[config.mk]
export PLATFORM = sky130hd
export DESIGN_NAME = lcd_seq_top
export DESIGN_NICKNAME = d
export VERILOG_FILES = /design/src/rtl/lcd_seq_pkg.sv /design/src/rtl/lcd_seq_regs.sv /design/src/rtl/lcd_seq_timer.sv /design/src/rtl/lcd_seq_wave.sv /design/src/rtl/lcd_seq_top.sv
export SDC_FILE = /design/constraint.sdc
export NUM_CORES = 1
export LEC_CHECK = 0
export BUFFER_PORTS_ARGS = -buffer_cell sky130_fd_sc_hd__clkbuf_2
export CAP_MARGIN = 30
export CORE_MARGIN = 8
export CORE_UTILIZATION = 37
export DETAILED_ROUTE_END_ITERATION = 10
export GPL_ROUTABILITY_DRIVEN = 0
export PLACE_DENSITY = 0.63
export SLEW_MARGIN = 40
export SYNTH_ARGS = -nofsm -noshare
export SYNTH_HDL_FRONTEND = slang
export SYNTH_SLANG_ARGS = --single-unit
[constraint.sdc]
create_clock -name clk -period 8.55 [get_ports clk]
set_input_delay 1.71 -clock clk [delete_from_list [all_inputs] [get_ports clk]]
set_output_delay 1.71 -clock clk [all_outputs]
set_load 0.01 [all_outputs]
[src/rtl/lcd_seq_pkg.sv]
`timescale 1ns/1ps
// lcd_seq_pkg: shared types and level rules for the LCD waveform sequencer.
// Assumes at most four backplanes and level indices V0..V3.
package lcd_seq_pkg;

    localparam int BP_MAX = 4;

    typedef logic [1:0] lvl_t;

    typedef struct packed {
        logic [2:0] duty;   // number of active backplanes, 1..4
        lvl_t       top;    // highest level index used by the bias
    } mode_cfg_t;

    // Map the 3-bit mode field to duty and bias top level.
    function automatic mode_cfg_t decode_mode(input logic [2:0] m);
        mode_cfg_t c;
        case (m)
            3'd0:    c = '{duty: 3'd1, top: 2'd1};
            3'd1:    c = '{duty: 3'd2, top: 2'd2};
            3'd2:    c = '{duty: 3'd2, top: 2'd3};
            3'd3:    c = '{duty: 3'd3, top: 2'd3};
            default: c = '{duty: 3'd4, top: 2'd3};
        endcase
        return c;
    endfunction

    // Backplane level: selected or unselected, per polarity.
    function automatic lvl_t bp_level(input logic sel, input logic odd, input lvl_t top);
        if (sel)
            return odd ? 2'd0 : top;
        if (top == 2'd3)
            return odd ? 2'd2 : 2'd1;
        return 2'd1;
    endfunction

    // Frontplane level: segment ON or OFF, per polarity.
    function automatic lvl_t fp_level(input logic on, input logic odd, input lvl_t top);
        if (on)
            return odd ? top : 2'd0;
        if (top == 2'd3)
            return odd ? 2'd1 : 2'd2;
        return odd ? 2'd0 : top;
    endfunction

endpackage

[src/rtl/lcd_seq_regs.sv]
`timescale 1ns/1ps
// lcd_seq_regs: register bus decode, display memory, frontplane enables
// and control byte. Memory has no reset (contents undefined until written);
// read data is registered, one clock after the request.
// Assumes NUM_FP is even and a multiple of 8.
module lcd_seq_regs #(
    parameter int NUM_FP = 40,
    parameter int AW     = 7
) (
    input  logic                clk,
    input  logic                rst_n,
    input  logic                bus_sel,
    input  logic                bus_wr,
    input  logic [AW-1:0]       bus_addr,
    input  logic [7:0]          bus_wdata,
    output logic [7:0]          bus_rdata,
    output logic [NUM_FP*4-1:0] seg_bits,
    output logic [NUM_FP-1:0]   fp_en,
    output logic                glob_en,
    output logic [2:0]          pre_sel,
    output logic [2:0]          mode
);
    localparam int NB  = NUM_FP / 2;
    localparam int EB  = (NUM_FP + 7) / 8;
    localparam int MIW = (NB > 1) ? $clog2(NB) : 1;
    localparam int EIW = (EB > 1) ? $clog2(EB) : 1;
    localparam logic [AW-1:0] ENA_BASE = AW'(64);
    localparam logic [AW-1:0] CTL_ADDR = AW'(127);

    logic [7:0] mem    [NB];
    logic [7:0] fpen_q [EB];
    logic       en_q;
    logic [2:0] pre_q;
    logic [2:0] mode_q;

    logic            is_mem, is_ena, is_ctl;
    logic [AW-1:0]   ena_off;
    logic [MIW-1:0]  mem_idx;
    logic [EIW-1:0]  ena_idx;
    logic [7:0]      rd_next;

    // Address decode for the three register groups.
    always_comb begin
        ena_off = bus_addr - ENA_BASE;
        is_mem  = (bus_addr < AW'(NB));
        is_ena  = (bus_addr >= ENA_BASE) && (ena_off < AW'(EB));
        is_ctl  = (bus_addr == CTL_ADDR);
        mem_idx = bus_addr[MIW-1:0];
        ena_idx = ena_off[EIW-1:0];
    end

    // Display memory writes; no reset by design.
    always_ff @(posedge clk) begin
        if (bus_sel && bus_wr && is_mem)
            mem[mem_idx] <= bus_wdata;
    end

    // Frontplane enable bytes and control byte, reset to zero.
    always_ff @(posedge clk) begin
        if (!rst_n) begin
            for (int j = 0; j < EB; j++)
                fpen_q[j] <= 8'h00;
            en_q   <= 1'b0;
            pre_q  <= 3'd0;
            mode_q <= 3'd0;
        end else if (bus_sel && bus_wr) begin
            if (is_ena)
                fpen_q[ena_idx] <= bus_wdata;
            if (is_ctl) begin
                en_q   <= bus_wdata[0];
                pre_q  <= bus_wdata[3:1];
                mode_q <= bus_wdata[6:4];
            end
        end
    end

    // Read data selection.
    always_comb begin
        rd_next = 8'h00;
        if (is_mem)
            rd_next = mem[mem_idx];
        else if (is_ena)
            rd_next = fpen_q[ena_idx];
        else if (is_ctl)
            rd_next = {1'b0, mode_q, pre_q, en_q};
    end

    // Registered read data, updated on each read request.
    always_ff @(posedge clk) begin
        if (!rst_n)
            bus_rdata <= 8'h00;
        else if (bus_sel && !bus_wr)
            bus_rdata <= rd_next;
    end

    genvar f;
    generate
        for (f = 0; f < NUM_FP; f++) begin : g_fp
            assign seg_bits[f*4 +: 4] = mem[f/2][(f%2)*4 +: 4];
            assign fp_en[f]           = fpen_q[f/8][f%8];
        end
    endgenerate

    assign glob_en = en_q;
    assign pre_sel = pre_q;
    assign mode    = mode_q;

endmodule

[src/rtl/lcd_seq_timer.sv]
`timescale 1ns/1ps
// lcd_seq_timer: prescaler and backplane phase / frame polarity counter.
// One tick every 2^(PRE_BASE+pre_sel) clocks; the phase wraps at duty-1,
// and the polarity flips on the wrap. Everything is held at zero while
// en is low. Assumes duty is 1..4.
module lcd_seq_timer #(
    parameter int PRE_BASE = 16
) (
    input  logic       clk,
    input  logic       rst_n,
    input  logic       en,
    input  logic [2:0] pre_sel,
    input  logic [2:0] duty,
    output logic       tick,
    output logic [1:0] phase,
    output logic       parity
);
    localparam int CW = PRE_BASE + 8;

    logic [CW-1:0] cnt;
    logic [CW-1:0] limit_m1;
    logic          last_phase;

    // Terminal count for the selected power-of-two divider.
    always_comb begin
        limit_m1   = (CW'(1) << (PRE_BASE + int'(pre_sel))) - CW'(1);
        tick       = en && (cnt == limit_m1);
        last_phase = ({1'b0, phase} >= (duty - 3'd1));
    end

    // Prescaler counter, cleared while disabled and on each tick.
    always_ff @(posedge clk) begin
        if (!rst_n || !en || tick)
            cnt <= '0;
        else
            cnt <= cnt + CW'(1);
    end

    // Phase counter and frame polarity.
    always_ff @(posedge clk) begin
        if (!rst_n || !en) begin
            phase  <= 2'd0;
            parity <= 1'b0;
        end else if (tick) begin
            if (last_phase) begin
                phase  <= 2'd0;
                parity <= ~parity;
            end else begin
                phase  <= phase + 2'd1;
            end
        end
    end

endmodule

[src/rtl/lcd_seq_wave.sv]
`timescale 1ns/1ps
// lcd_seq_wave: per-pin level index generation from the segment bits,
// current phase, frame polarity and bias. Purely combinational.
// Assumes four backplane columns per frontplane in seg_bits.
module lcd_seq_wave
    import lcd_seq_pkg::*;
#(
    parameter int NUM_FP = 40
) (
    input  logic                  en,
    input  logic [NUM_FP-1:0]     fp_en,
    input  logic [NUM_FP*4-1:0]   seg_bits,
    input  logic [1:0]            phase,
    input  logic                  parity,
    input  logic [2:0]            duty,
    input  lvl_t                  top,
    output logic [NUM_FP*2-1:0]   fp_lvl,
    output logic [BP_MAX*2-1:0]   bp_lvl
);
    genvar f, b;
    generate
        for (f = 0; f < NUM_FP; f++) begin : g_fp
            logic [3:0] col;
            // Select this frontplane's bit for the active backplane.
            always_comb begin
                col = seg_bits[f*4 +: 4];
                fp_lvl[f*2 +: 2] = (en && fp_en[f]) ? fp_level(col[phase], parity, top) : 2'd0;
            end
        end
        for (b = 0; b < BP_MAX; b++) begin : g_bp
            // Backplane drive: selected, unselected or unused.
            always_comb begin
                if (!en || (duty <= 3'(b)))
                    bp_lvl[b*2 +: 2] = 2'd0;
                else
                    bp_lvl[b*2 +: 2] = bp_level(phase == 2'(b), parity, top);
            end
        end
    endgenerate

endmodule

[src/rtl/lcd_seq_top.sv]
`timescale 1ns/1ps
// lcd_seq_top: multiplexed segment LCD waveform sequencer.
// Registers and memory, prescaler/phase timer and pin level generation.
// Synchronous active-low reset; outputs are level indices, not voltages.
module lcd_seq_top
    import lcd_seq_pkg::*;
#(
    parameter int NUM_FP   = 40,
    parameter int PRE_BASE = 16,
    parameter int AW       = 7
) (
    input  logic                 clk,
    input  logic                 rst_n,
    input  logic                 bus_sel,
    input  logic                 bus_wr,
    input  logic [AW-1:0]        bus_addr,
    input  logic [7:0]           bus_wdata,
    output logic [7:0]           bus_rdata,
    output logic [NUM_FP*2-1:0]  fp_lvl,
    output logic [BP_MAX*2-1:0]  bp_lvl
);
    logic [NUM_FP*4-1:0] seg_bits;
    logic [NUM_FP-1:0]   fp_en;
    logic                glob_en;
    logic [2:0]          pre_sel;
    logic [2:0]          mode;
    mode_cfg_t           cfg;
    logic [2:0]          duty;
    lvl_t                top;
    logic                tick;
    logic [1:0]          phase;
    logic                parity;

    // Mode field to duty and bias.
    always_comb begin
        cfg  = decode_mode(mode);
        duty = cfg.duty;
        top  = cfg.top;
    end

    lcd_seq_regs #(.NUM_FP(NUM_FP), .AW(AW)) u_regs (
        .clk      (clk),
        .rst_n    (rst_n),
        .bus_sel  (bus_sel),
        .bus_wr   (bus_wr),
        .bus_addr (bus_addr),
        .bus_wdata(bus_wdata),
        .bus_rdata(bus_rdata),
        .seg_bits (seg_bits),
        .fp_en    (fp_en),
        .glob_en  (glob_en),
        .pre_sel  (pre_sel),
        .mode     (mode)
    );

    lcd_seq_timer #(.PRE_BASE(PRE_BASE)) u_timer (
        .clk    (clk),
        .rst_n  (rst_n),
        .en     (glob_en),
        .pre_sel(pre_sel),
        .duty   (duty),
        .tick   (tick),
        .phase  (phase),
        .parity (parity)
    );

    lcd_seq_wave #(.NUM_FP(NUM_FP)) u_wave (
        .en      (glob_en),
        .fp_en   (fp_en),
        .seg_bits(seg_bits),
        .phase   (phase),
        .parity  (parity),
        .duty    (duty),
        .top     (top),
        .fp_lvl  (fp_lvl),
        .bp_lvl  (bp_lvl)
    );

endmodule

# Yosys cells after proc, flatten, opt, wreduce, memory -nomap -nowiden
# Memories as Yosys holds them, arrays and structs flattened.
# Index checks and enable logic that the tools add are counted.
# Widths: inputs -> output; s select.
word_totals:
  register_bits: 42
  mem_bits_rw: 200
  word_cells: 510
  mem_count: 2
classes:
  add_sub_neg: 6
  order_cmp: 9
  eq_ne: 9
  shifts: 1
  n_mux: 416
  bitwise: 1
  reduce_logical: 59
mem_list:
  columns: ["memory", "words", "width", "rd", "rd_clocked_by_memory_dff", "write_ports", "line_no", "text"]
  rows:
  - ["u_regs.mem", 20, 8, 21, 0, 1, "lcd_seq_regs.sv:30", "logic [7:0] mem [NB];"]
  - ["u_regs.fpen_q", 5, 8, 6, 0, 5, "lcd_seq_regs.sv:31", "logic [7:0] fpen_q [EB];"]
op_table:
  columns: ["cell", "count"]
  rows:
  - ["$mux 2", 225]
  - ["$mux 1", 145]
  - ["$bmux 1 s2", 40]
  - ["$logic_and 1x1->1", 45]
  - ["$shl 1x32->24 const A", 1]
  - ["$add 24x1->24 const B", 1]
  - ["$eq 24x24->1", 1]
  - ["$mux 8", 3]
  - ["$sub 24x2->24 const B", 1]
  - ["$pmux 5 s4", 1]
  - ["$reduce_or 8->1", 1]
  - ["$eq 7x7->1 const B", 1]
  - ["$ge 7x7->1 const B", 1]
  - ["$lt 7x3->1 const B", 1]
  - ["$lt 7x5->1 const B", 1]
  - ["$mux 7", 1]
  - ["$sub 7x7->7 const B", 1]
  - ["$add 5x3->6 const A", 1]
  - ["$eq 2x2->1 const B", 3]
  - ["$eq 3x2->1 const B", 2]
  - ["$le 3x1->1 const B", 2]
  - ["$le 3x2->1 const B", 2]
  - ["$logic_or 1x1->1", 6]
  - ["$reduce_and 2->1", 2]
  - ["11 further kinds", 13]

# Logic depth before layout (Yosys ltp)
# Gate-level depths: netlist of the first run.
logic_depth:
  word_depth: 10
  ltp_mapped: 10
  mapped_depth_nobuf: 9

# Cells and area by module
# A second synthesis of the first run with hierarchy kept.
unflattened:
  hier_cells: 997
  area_unflattened_um2: 13594.3
by_module_without_submodules:
  columns: ["mod", "instances", "cells_each", "area_each_um2", "seq_area_each_um2"]
  rows:
  - ["lcd_seq_regs", 1, 504, 9232.6, 6666.4]
  - ["lcd_seq_wave", 1, 306, 2572.5, 0.0]
  - ["lcd_seq_timer", 1, 179, 1751.7, 540.5]
  - ["lcd_seq_top", 1, 8, 37.5, 0.0]

# Least setup slack after synthesis of the first run
# No wires, ideal clock.
synth_path:
  path_kind: "in2reg"
  from: "input bus_addr[3]"
  to: "memory u_regs.fpen_q[0][0], enable pin"
  t_arrival_ns: 3.469
  t_required_ns: 8.166
  path_slack_ns: 4.697
  cell_stages: 6
  path_cell_list: "buf_2 -> or2_1 -> clkbuf_1 -> nor3_4 -> nand4_1 -> o21ai_0"
synth_lines:
  columns: ["element", "line_no", "text"]
  rows:
  - ["from (decl)", "lcd_seq_top.sv:16", "input logic [AW-1:0] bus_addr,"]
  - ["to (decl)", "lcd_seq_regs.sv:31", null]

# Worst setup path in the final report of the first run
layout_path:
  from: "register u_timer.parity"
  to: "output fp_lvl[36]"
layout_via:
  elab_chain_len: 6
layout_rtl:
  columns: ["element", "line_no", "text"]
  rows:
  - ["from (decl)", "lcd_seq_timer.sv:16", "output logic parity"]
  - ["from (signal assigned)", "lcd_seq_timer.sv:47", "parity <= ~parity;"]
  - ["$mux 2", "lcd_seq_pkg.sv:40", "return odd ? top : 2'd0;"]
  - ["$mux 2", "lcd_seq_pkg.sv:39", "if (on)"]
  - ["$mux 2", "lcd_seq_pkg.sv:41", "if (top == 2'd3)"]
  - ["$mux 2", "lcd_seq_pkg.sv:43", "return odd ? 2'd0 : top;"]
  - ["$mux 2 *", "lcd_seq_pkg.sv:41", null]
  - ["$mux 2 *", "lcd_seq_wave.sv:27", "fp_lvl[f*2 +: 2] = (en && fp_en[f]) ? fp_level(col[phase], parity, top) : 2'd0;"]
  - ["to (decl)", "lcd_seq_top.sv:19", "output logic [NUM_FP*2-1:0] fp_lvl,"]
# Every way passes the cells marked *; elsewhere a longest branch is shown, timed or not. The select of a mux whose other input is x is not followed.

==> results of run 1 <==
## layer usage
layer	wire length (um)	GRT usage, %	up-vias
li1	-	-	4179
met1	16700	23.0	4813
met2	19700	28.3	459
met3	3930	4.19	64
met4	943	4.12	8
met5	45	0	-
## cell usage after synthesis, types with 10 or more instances
cell	n
edfxtp_1	244
clkbuf_1	36
xnor2_1	51
nand3_1	21
o21ai_0	19
ha_1	10
a21oi_1	27
nor3_1	10
and2_1	44
nand2_1	35
dfxtp_1	42
xor2_1	13
mux2i_1	70
nor2b_1	14
nor2_1	80
buf_2	18
inv_1	11
mux4_2	92
and3_1	83
## layout by cell type, fill, tap and decap left out, types with 5 or more instances in the layout
cell type / count
nand2b_1: 9
nand3_1: 21
mux2i_1: 69
nor2b_1: 13
conb_1: 44
and3_1: 83
o22ai_1: 5
dfxtp_1: 39
clkinv_2: 5
nand2_1: 35
mux4_2: 92
xor2_1: 13
and2_1: 44
clkbuf_2: 107
nor3_1: 10
o21ai_0: 15
nor2_1: 77
inv_1: 11
edfxtp_1: 244
clkinv_1: 7
xnor2_1: 51
clkbuf_16: 30
ha_1: 10
a221o_1: 6
buf_4: 11
nand4_1: 9
a21oi_1: 27
## worst max-delay path, cell delays in order, from the launching register on
cell      delay (ns)
dfxtp_2         0.69
buf_4           0.57
mux2i_4         0.66
buf_4           0.40
mux2i_1         0.10
and3_1          0.25
clkbuf_2        0.15
## logic make-up (layout without fill, tap and decap cells)
logic type / after synthesis / count (layout)
other cells: 1 / 44
compound gates: 87 / 87
flops: 286 / 286
xor+xnor: 64 / 64
mux: 166 / 166
buf+inv: 81 / 190
fa+ha+maj: 10 / 10
simple gates: 330 / 330
## sequential cells by signal, summed over array words and instances (netlist names)
| signal | cells |
|---|---|
| u_regs.glob_en | 1 |
| u_timer.phase | 2 |
| u_regs.mem | 204 |
| u_timer.cnt | 24 |
| u_regs.fpen_q | 40 |
| u_regs.bus_rdata | 8 |
| u_regs.pre_sel | 3 |
| u_regs.mode | 3 |
| u_timer.parity | 1 |
## layout make-up
| type | count | area [um2] | area share (%) |
|---|---|---|---|
| clock buffers | 33 | 762 | 4.59 |
| inverters | 13 | 48.8 | 0.294 |
| flip-flops and latches | 286 | 8170 | 49.2 |
| well taps | 518 | 648 | 3.90 |
| repair buffers | 123 | 651 | 3.92 |
| clock inverters | 21 | 203 | 1.22 |
| multi-input cells | 701 | 6120 | 36.9 |
## power groups by stage
stage               clock network [uW]  logic [uW]  registers [uW]
detailed placement                   0         151            1600
finish                            1280         152            1570
CTS                               1300         151            1570
global placement                     0         150            1600
floorplan                            0        91.4            1580
global route                      1350         162            1570
## worst paths after layout
check | startpoint | end | slack, ns | cells after the start
max | u_timer.parity | fp_lvl[36] | 3.44 | 6
min | u_timer.cnt[0] | u_timer.cnt[0] | 0.45 | 1
max reg2reg | u_timer.phase[0] | u_timer.parity | 5.71 | 9
min reg2reg | u_timer.cnt[0] | u_timer.cnt[0] | 0.45 | 1
## through the flow
step                hold WS, ns  cells  util [%]
global placement          0.429   1641      40.4
finish                    0.449   1695      43.0
global route              0.492   1695      43.0
floorplan                 0.418   1068         -
detailed placement        0.444   1641      40.5
CTS                       0.454   1695      43.0
==> results.json, run 1 <==
{
  "combPwrFrac_pct": 5.1,
  "synth.avg_cell_area_um2": 14.2,
  "switching_share_pct": 22.3,
  "ant_nets": 0,
  "cts_tree": "done",
  "worst-path-max-fanout": 36,
  "hold_path.class": "flip-flop to flip-flop",
  "grt_pass1_vias": 9357,
  "tns_ns": 0,
  "rsz0062_at_grt": "false",
  "drc_errors": 0,
  "slew_violations": 0,
  "fin_area_um2": 16600,
  "dp_slack_ns": 3.99,
  "synth.largest_area_cell": "edfxtp_1",
  "placementRows": 72,
  "power.clock.fraction_pct": 42.7,
  "synth_xor_area_share_pct": 3.86,
  "p_per_area_nw_per_um2": 181,
  "vdd_drop_max_uv": 140,
  "cap_violations": 0,
  "synth-compound-area-share_pct": 4.04,
  "grt_overflow": 0,
  "place_hpwl_um": 29300,
  "first_pass_iters": 5,
  "ios": 115,
  "min_period_over_period_pct": 59.8,
  "synth_area_leaders": "edfxtp_1 (50%), mux4_2 (14%), dfxtp_1 (5.8%)",
  "n_fill_cell": 3491,
  "start_kind": "flip-flop",
  "post_cts_buffers": 0,
  "die_area_um2": 45800,
  "timing.slew.headroom_pct": 44.5,
  "syn-cell-area_um2": 14500,
  "fin_worst_skew_ns": 0.00830,
  "io_buffers": 114,
  "grt_max_degree": 50,
  "synthAdderAreaFrac_pct": 0.862,
  "drive_above_1_share_pct": 24.5,
  "p_leak_uw": 0.00599,
  "max_slew.worst_pin.slew_ns": 0.832,
  "die_w_um": 214,
  "track_usage_pct": 17.3,
  "start_util_pct": 37.5,
  "cts_sinks": 286,
  "cts_hold_buf": 0,
  "antenna_cells": 0,
  "cts_root_buffer": "clkbuf_16",
  "syn2layout_area_growth_pct": 14.5,
  "wire_per_inst_um": 24.4,
  "yosysTopAreaCellShare_pct": 50.5,
  "clk_latency_ns": 0.56,
  "synth_mux_area_share_pct": 19.4,
  "synth.ff_latch_count": 286,
  "finalNetCount": 1184,
  "core_um2": 38600,
  "synth_cell_types": 66,
  "fp.dieH_um": 214,
  "via_per_inst": 5.62,
  "synth_top_family_by_area": "multiplexers",
  "worstSetupPathType": "flip-flop to primary output",
  "cts-buffers-inserted": 30,
  "synth-warning-count": 0,
  "synth_ff_type": "edfxtp_1",
  "synth-edff-count": 244,
  "place_area_um2": 15600,
  "crit_path_end_kind": "primary output",
  "synth_seq_area_share_pct": 56.3,
  "clk_pin_slew_ns": 0.06,
  "pwr-share-seq_pct": 52.3,
  "synth-simple-area-share_pct": 12.7,
  "grt_first_pass_wirelength_um": 61500,
  "routed_wl_um": 41300,
  "antenna_found_initial": 4,
  "power_uw": 3000,
  "cts_resized": 0,
  "setup_ws_ns": 3.44,
  "fmax_mhz": 196,
  "outcome": "finished clean",
  "report.final.hold_viol_count": 0,
  "p_int_uw": 2330,
  "min_period_ns": 5.11,
  "p_switching_uw": 667,
  "setup_viol": 0,
  "cp_data_arrival_time_ns": 3.40,
  "worstPathRequired_ns": 6.84,
  "cts_buffer_depth": 3,
  "drtIter0Drc": 980,
  "async_flop_share_pct": 0,
  "syn_inst": 1025,
  "h-tree-depth": 1,
  "num_vias": 9523
}
Power figures use the tool's default switching activity.
==> run 2, diff against run 1 <==
- PLACE_DENSITY: 0.63 -> 0.65
- clock period: 8.55 -> 4.55 ns (I/O delays scaled with it)
==> run 2 against run 1 <==
Net effect:
- sequential share of layout area decreased by 0.29 points
- critical endpoint unchanged
- clock power increased by 93%
- routed wire length increased by 0.16%
- global-route usage increased by 0.15 points
- design area increased by 0.59%
- critical path depth increased by 2
- total power increased by 90%
- highest routed layer unchanged
- count of clock-buffer cells in the layout unchanged
==> results.json, run 2 (same netlist as run 1, synthesis figures left out) <==
{
  "outcome": "finished clean",
  "worstPathRequired_ns": 3.64,
  "cts-buffers-inserted": 30,
  "multi_input_area_um2": 6130,
  "cpMaxStageDelayCell": "dfxtp_1",
  "max_slew.worst_pin.slew_ns": 0.853,
  "wire_per_inst_um": 24.3,
  "n_fill_cell": 3494,
  "cts_tree": "done",
  "grt_max_degree": 72,
  "crit_path_end_kind": "primary output",
  "p_per_area_nw_per_um2": 341,
  "setup_ws_ns": 0.601,
  "setup_viol": 0,
  "cap_violations": 0,
  "die_w_um": 214,
  "syn2layout_area_growth_pct": 15.1,
  "timing.slew.headroom_pct": 43.0,
  "worstSetupPathType": "flip-flop to primary output",
  "fp.dieH_um": 214,
  "die_area_um2": 45800,
  "drc_errors": 0,
  "antenna_found_initial": 4,
  "regMostFlops": "u_regs.mem",
  "drive_above_1_share_pct": 24.9,
  "core_um2": 38600,
  "vdd_drop_max_uv": 331,
  "finalNetCount": 1191,
  "placementRows": 72,
  "tns_ns": 0,
  "cts_resized": 0,
  "power_uw": 5700,
  "cts_root_buffer": "clkbuf_16",
  "fmax_mhz": 253,
  "slew_violations": 0,
  "first_pass_iters": 8,
  "cpPeakStageDelay_ns": 0.42,
  "io_buffers": 114,
  "p_leak_uw": 0.00605,
  "reg_top3": "u_regs.mem x204, u_regs.fpen_q x40, u_timer.cnt x24",
  "cts_sinks": 286,
  "min_period_over_period_pct": 86.8,
  "grt_first_pass_wirelength_um": 61800,
  "via_per_inst": 5.64,
  "track_usage_pct": 17.5,
  "ant_nets": 0,
  "ios": 115,
  "start_util_pct": 37.5,
  "drtIter0Drc": 1033,
  "min_period_ns": 3.95,
  "report.final.hold_viol_count": 0,
  "h-tree-depth": 1,
  "cts_buffer_depth": 3,
  "crit_chain": "nor2_1 > inv_1 > nor2_1 > mux2i_4 > buf_4 > mux2i_1 > and3_1 > clkbuf_2",
  "clk_latency_ns": 0.58,
  "place_hpwl_um": 29600,
  "hold_path.class": "flip-flop to flip-flop",
  "grt_overflow": 0,
  "fin_worst_skew_ns": 0.0170,
  "final_cell_mix": "edfxtp_1 (244), clkbuf_2 (109), mux4_2 (92)",
  "cp_data_arrival_time_ns": 3.04,
  "worst-path-max-fanout": 22,
  "layout_commonest_cell": "edfxtp_1",
  "cts_hold_buf": 0,
  "clk_pin_slew_ns": 0.06,
  "num_vias": 9607,
  "grt_pass1_vias": 9455,
  "largest_reg_flops": 204,
  "dp_slack_ns": 1.21,
  "start_kind": "flip-flop",
  "post_cts_buffers": 0,
  "rsz0062_at_grt": "false",
  "routed_wl_um": 41300,
  "seqCellArea_um2": 8170,
  "antenna_cells": 0,
  "cp_common_cell": "nor2_1"
}
run 2: cell types whose count changed in the layout (fill, tap and decap cells not counted), moves of 2 or more:
| cell | previous run | this run |
|---|---|---|
| buf_4 | 11 | 16 |
| clkbuf_2 | 107 | 109 |
| o21ai_0 | 15 | 19 |
| o21ai_1 | 4 | 0 |
run 2: path summary, 6_finish.rpt:
path             startpoint               to  slack [ns]  depth (start not counted)
max          u_regs.mode[2]       fp_lvl[36]        0.60                          8
min          u_timer.cnt[0]   u_timer.cnt[0]        0.45                          1
max reg2reg  u_regs.glob_en  u_timer.cnt[17]        1.97                          6
min reg2reg  u_timer.cnt[0]   u_timer.cnt[0]        0.45                          1
run 2: final cells by class:
type | instances | share of cell area (%)
sequential | 286 | 48.9
clock buffer | 33 | 4.56
inverter | 13 | 0.292
multi-input combinational | 701 | 36.7
timing repair buffer | 130 | 4.29
tap | 518 | 3.88
clock inverter | 23 | 1.39
run 2: per-stage QoR:
step                hold slack [ns]  utilization, %  cell area (um2)  std cells
CTS                           0.451            43.2            16700       1704
global placement              0.428            40.6            15700       1648
detailed placement            0.443            40.6            15700       1648
finish                        0.450            43.2            16700       1704
global route                  0.487            43.2            16700       1704
floorplan                     0.418               -            14700       1068
run 2: routing by layer:
metal / up-vias / GRT usage, % / part of all wire, %
li1: 4197 / - / -
met1: 4853 / 23.0 / 41
met2: 462 / 27.5 / 46
met3: 87 / 5.25 / 9.6
met4: 8 / 5.11 / 3.0
met5: - / 0 / 0.11
run 2: worst max-delay path: cells and delay by family (launching register included):
family / cells / cell delay, ns
mux: 2 / 0.46
simple gates: 3 / 1.01
flops: 1 / 0.42
buf+inv: 3 / 0.58
run 2: power breakdown:
part / switching [uW] / total [uW] / internal (uW)
combinational: 185 / 287 / 102
clock: 1030 / 2470 / 1440
sequential: 38.1 / 2940 / 2900
==> run 3, diff against run 2 <==
- PLACE_DENSITY: 0.65 -> 0.63
- clock period: 4.55 -> 4.25 ns (I/O delays scaled with it)
==> run 3 against run 2 <==
Net effect:
- critical path depth decreased by 1
- core utilization down 0.11 points
- non-clock buffer count grew 3
- hold slack improved by 0.0093 ns
- register-to-register slack worse by 0.27 ns
- sequential cell count did not move
- die area stayed put
- clock skew down 0.0044 ns
- first-iteration DRC count is 3.3% higher
- sequential share of layout area increased by 0.13 points
- critical endpoint is now fp_lvl[37]
- largest cell class unchanged
- highest routed layer unchanged
==> results.json, run 3 (same netlist as run 1, synthesis figures left out) <==
{
  "outcome": "finished clean",
  "grt_max_degree": 50,
  "cpMaxStageDelayCell": "nor2b_2",
  "hold_depth": 1,
  "routed_wl_um": 41700,
  "antenna_found_initial": 3,
  "grt_first_pass_wirelength_um": 62500,
  "worstSetupPathType": "flip-flop to primary output",
  "cp_common_cell": "nor2_1",
  "regMostFlops": "u_regs.mem",
  "p_leak_uw": 0.00604,
  "start_util_pct": 37.5,
  "p_int_uw": 4660,
  "report.final.hold_viol_count": 0,
  "min_period_ns": 3.95,
  "max_slew.worst_pin.slew_ns": 0.902,
  "hold_path.class": "flip-flop to flip-flop",
  "r2r_slack_ns": 1.70,
  "cts_tree": "done",
  "finalNetCount": 1194,
  "cp_data_arrival_time_ns": 3.10,
  "first_pass_iters": 5,
  "crit_path_end_kind": "primary output",
  "path_delay_family": "simple AND/OR/NAND/NOR gates",
  "path_depth": 7,
  "antenna_cells": 0,
  "rsz0062_at_grt": "false",
  "switching_share_pct": 22.1,
  "syn2layout_area_growth_pct": 14.8,
  "io_buffers": 114,
  "power_uw": 5980,
  "start_kind": "flip-flop",
  "fmax_mhz": 253,
  "core_um2": 38600,
  "rr_worst_depth": 7,
  "timing.hold.ws_ns": 0.459,
  "power.clock.fraction_pct": 42.1,
  "drc_errors": 0,
  "pwr-share-seq_pct": 52.7,
  "cts_root_buffer": "clkbuf_16",
  "cts_resized": 0,
  "combPwrFrac_pct": 5.2,
  "cap_violations": 0,
  "vdd_drop_max_uv": 229,
  "n_fill_cell": 3515,
  "ant_nets": 0,
  "reg_top3": "u_regs.mem x204, u_regs.fpen_q x40, u_timer.cnt x24",
  "cts_buffer_depth": 3,
  "cts_sinks": 286,
  "placementRows": 72,
  "cts-buffers-inserted": 30,
  "layout_commonest_cell": "edfxtp_1",
  "wire_per_inst_um": 24.4,
  "post_cts_buffers": 0,
  "num_vias": 9533,
  "h-tree-depth": 1,
  "cpPeakStageDelay_ns": 0.61,
  "p_per_area_nw_per_um2": 359,
  "fp.dieH_um": 214,
  "critPathBufInv": 3,
  "grt_pass1_vias": 9498,
  "place_hpwl_um": 29600,
  "crit_chain": "nor2_1 > inv_1 > nor2_1 > nor2b_2 > buf_4 > and3_1 > clkbuf_2",
  "die_w_um": 214,
  "worst-path-max-fanout": 24,
  "drtIter0Drc": 1067,
  "clk_pin_slew_ns": 0.06,
  "slew_violations": 0,
  "tns_ns": 0,
  "setup_viol": 0,
  "cts_hold_buf": 0,
  "ios": 115,
  "fin_worst_skew_ns": 0.0127,
  "final_cell_mix": "edfxtp_1 (244), clkbuf_2 (107), mux4_2 (92)",
  "p_switching_uw": 1320,
  "worstPathRequired_ns": 3.40,
  "timing.slew.headroom_pct": 39.9,
  "min_period_over_period_pct": 93.0,
  "final_util_pct": 43.1,
  "die_area_um2": 45800,
  "track_usage_pct": 17.6,
  "largest_reg_flops": 204,
  "via_per_inst": 5.58,
  "drive_above_1_share_pct": 24.9,
  "clk_latency_ns": 0.56,
  "grt_overflow": 0
}
==> run 3: cell count changes in the layout (fill, tap and decap cells not counted), moves of 2 or more <==
cell	previous run	this run
buf_2	1	3
buf_4	16	20
bufinv_16	4	2
clkbuf_2	109	107
clkinv_2	6	9
clkinvlp_2	0	2
clkinvlp_4	3	1
==> run 3: power by group through the flow <==
stage,logic (uW),registers [uW],clock network [uW]
2_1_floorplan,184,3180,0
3_3_place_gp,305,3210,0
4_1_cts,310,3150,2550
3_5_place_dp,310,3210,0
5_1_grt,331,3150,2650
6_report,312,3150,2520
==> run 3: cell type report <==
cell class,instances,area [um2],area share [%]
Timing Repair Buffer,133,736,4.42
Multi-Input combinational cell,701,6120,36.7
Clock buffer,34,787,4.72
Inverter,13,48.8,0.293
Clock inverter,22,153,0.916
Sequential cell,286,8170,49.0
Tap cell,518,648,3.89
==> run 3: path summary, 6_finish.rpt <==
| path | startpoint | end |
|---|---|---|
| worst max-delay path | u_regs.mode[2] | fp_lvl[37] |
| worst min-delay path | u_timer.cnt[0] | u_timer.cnt[0] |
| worst max register to register | u_timer.cnt[0] | u_timer.cnt[8] |
| worst min register to register | u_timer.cnt[0] | u_timer.cnt[0] |
==> run 3: stage by stage <==
step	cell area, um2	worst slack [ns]	std cells
2_1_floorplan	14700	1.26	1068
3_3_place_gp	15700	0.875	1651
3_5_place_dp	15700	0.711	1651
4_1_cts	16700	0.354	1707
5_1_grt	16700	0.181	1707
6_report	16700	0.298	1707
==> run 3: layer usage <==
| layer | track usage [%] | wire, um | vias to the layer above |
|---|---|---|---|
| li1 | - | - | 4191 |
| met1 | 23.2 | 17000 | 4774 |
| met2 | 28.2 | 19500 | 471 |
| met3 | 3.95 | 3590 | 91 |
| met4 | 6.49 | 1540 | 6 |
| met5 | 0 | 37 | - |
==> run 3: worst register-to-register path, stage by stage (launching register included) <==
cell and delay (ns):
dfxtp_1 0.35, ha_1 0.21, nand2_1 0.12, nor4_4 0.33, and2_1 0.36, and4b_2 0.31, a21o_1 0.61, nor2_1 0.12
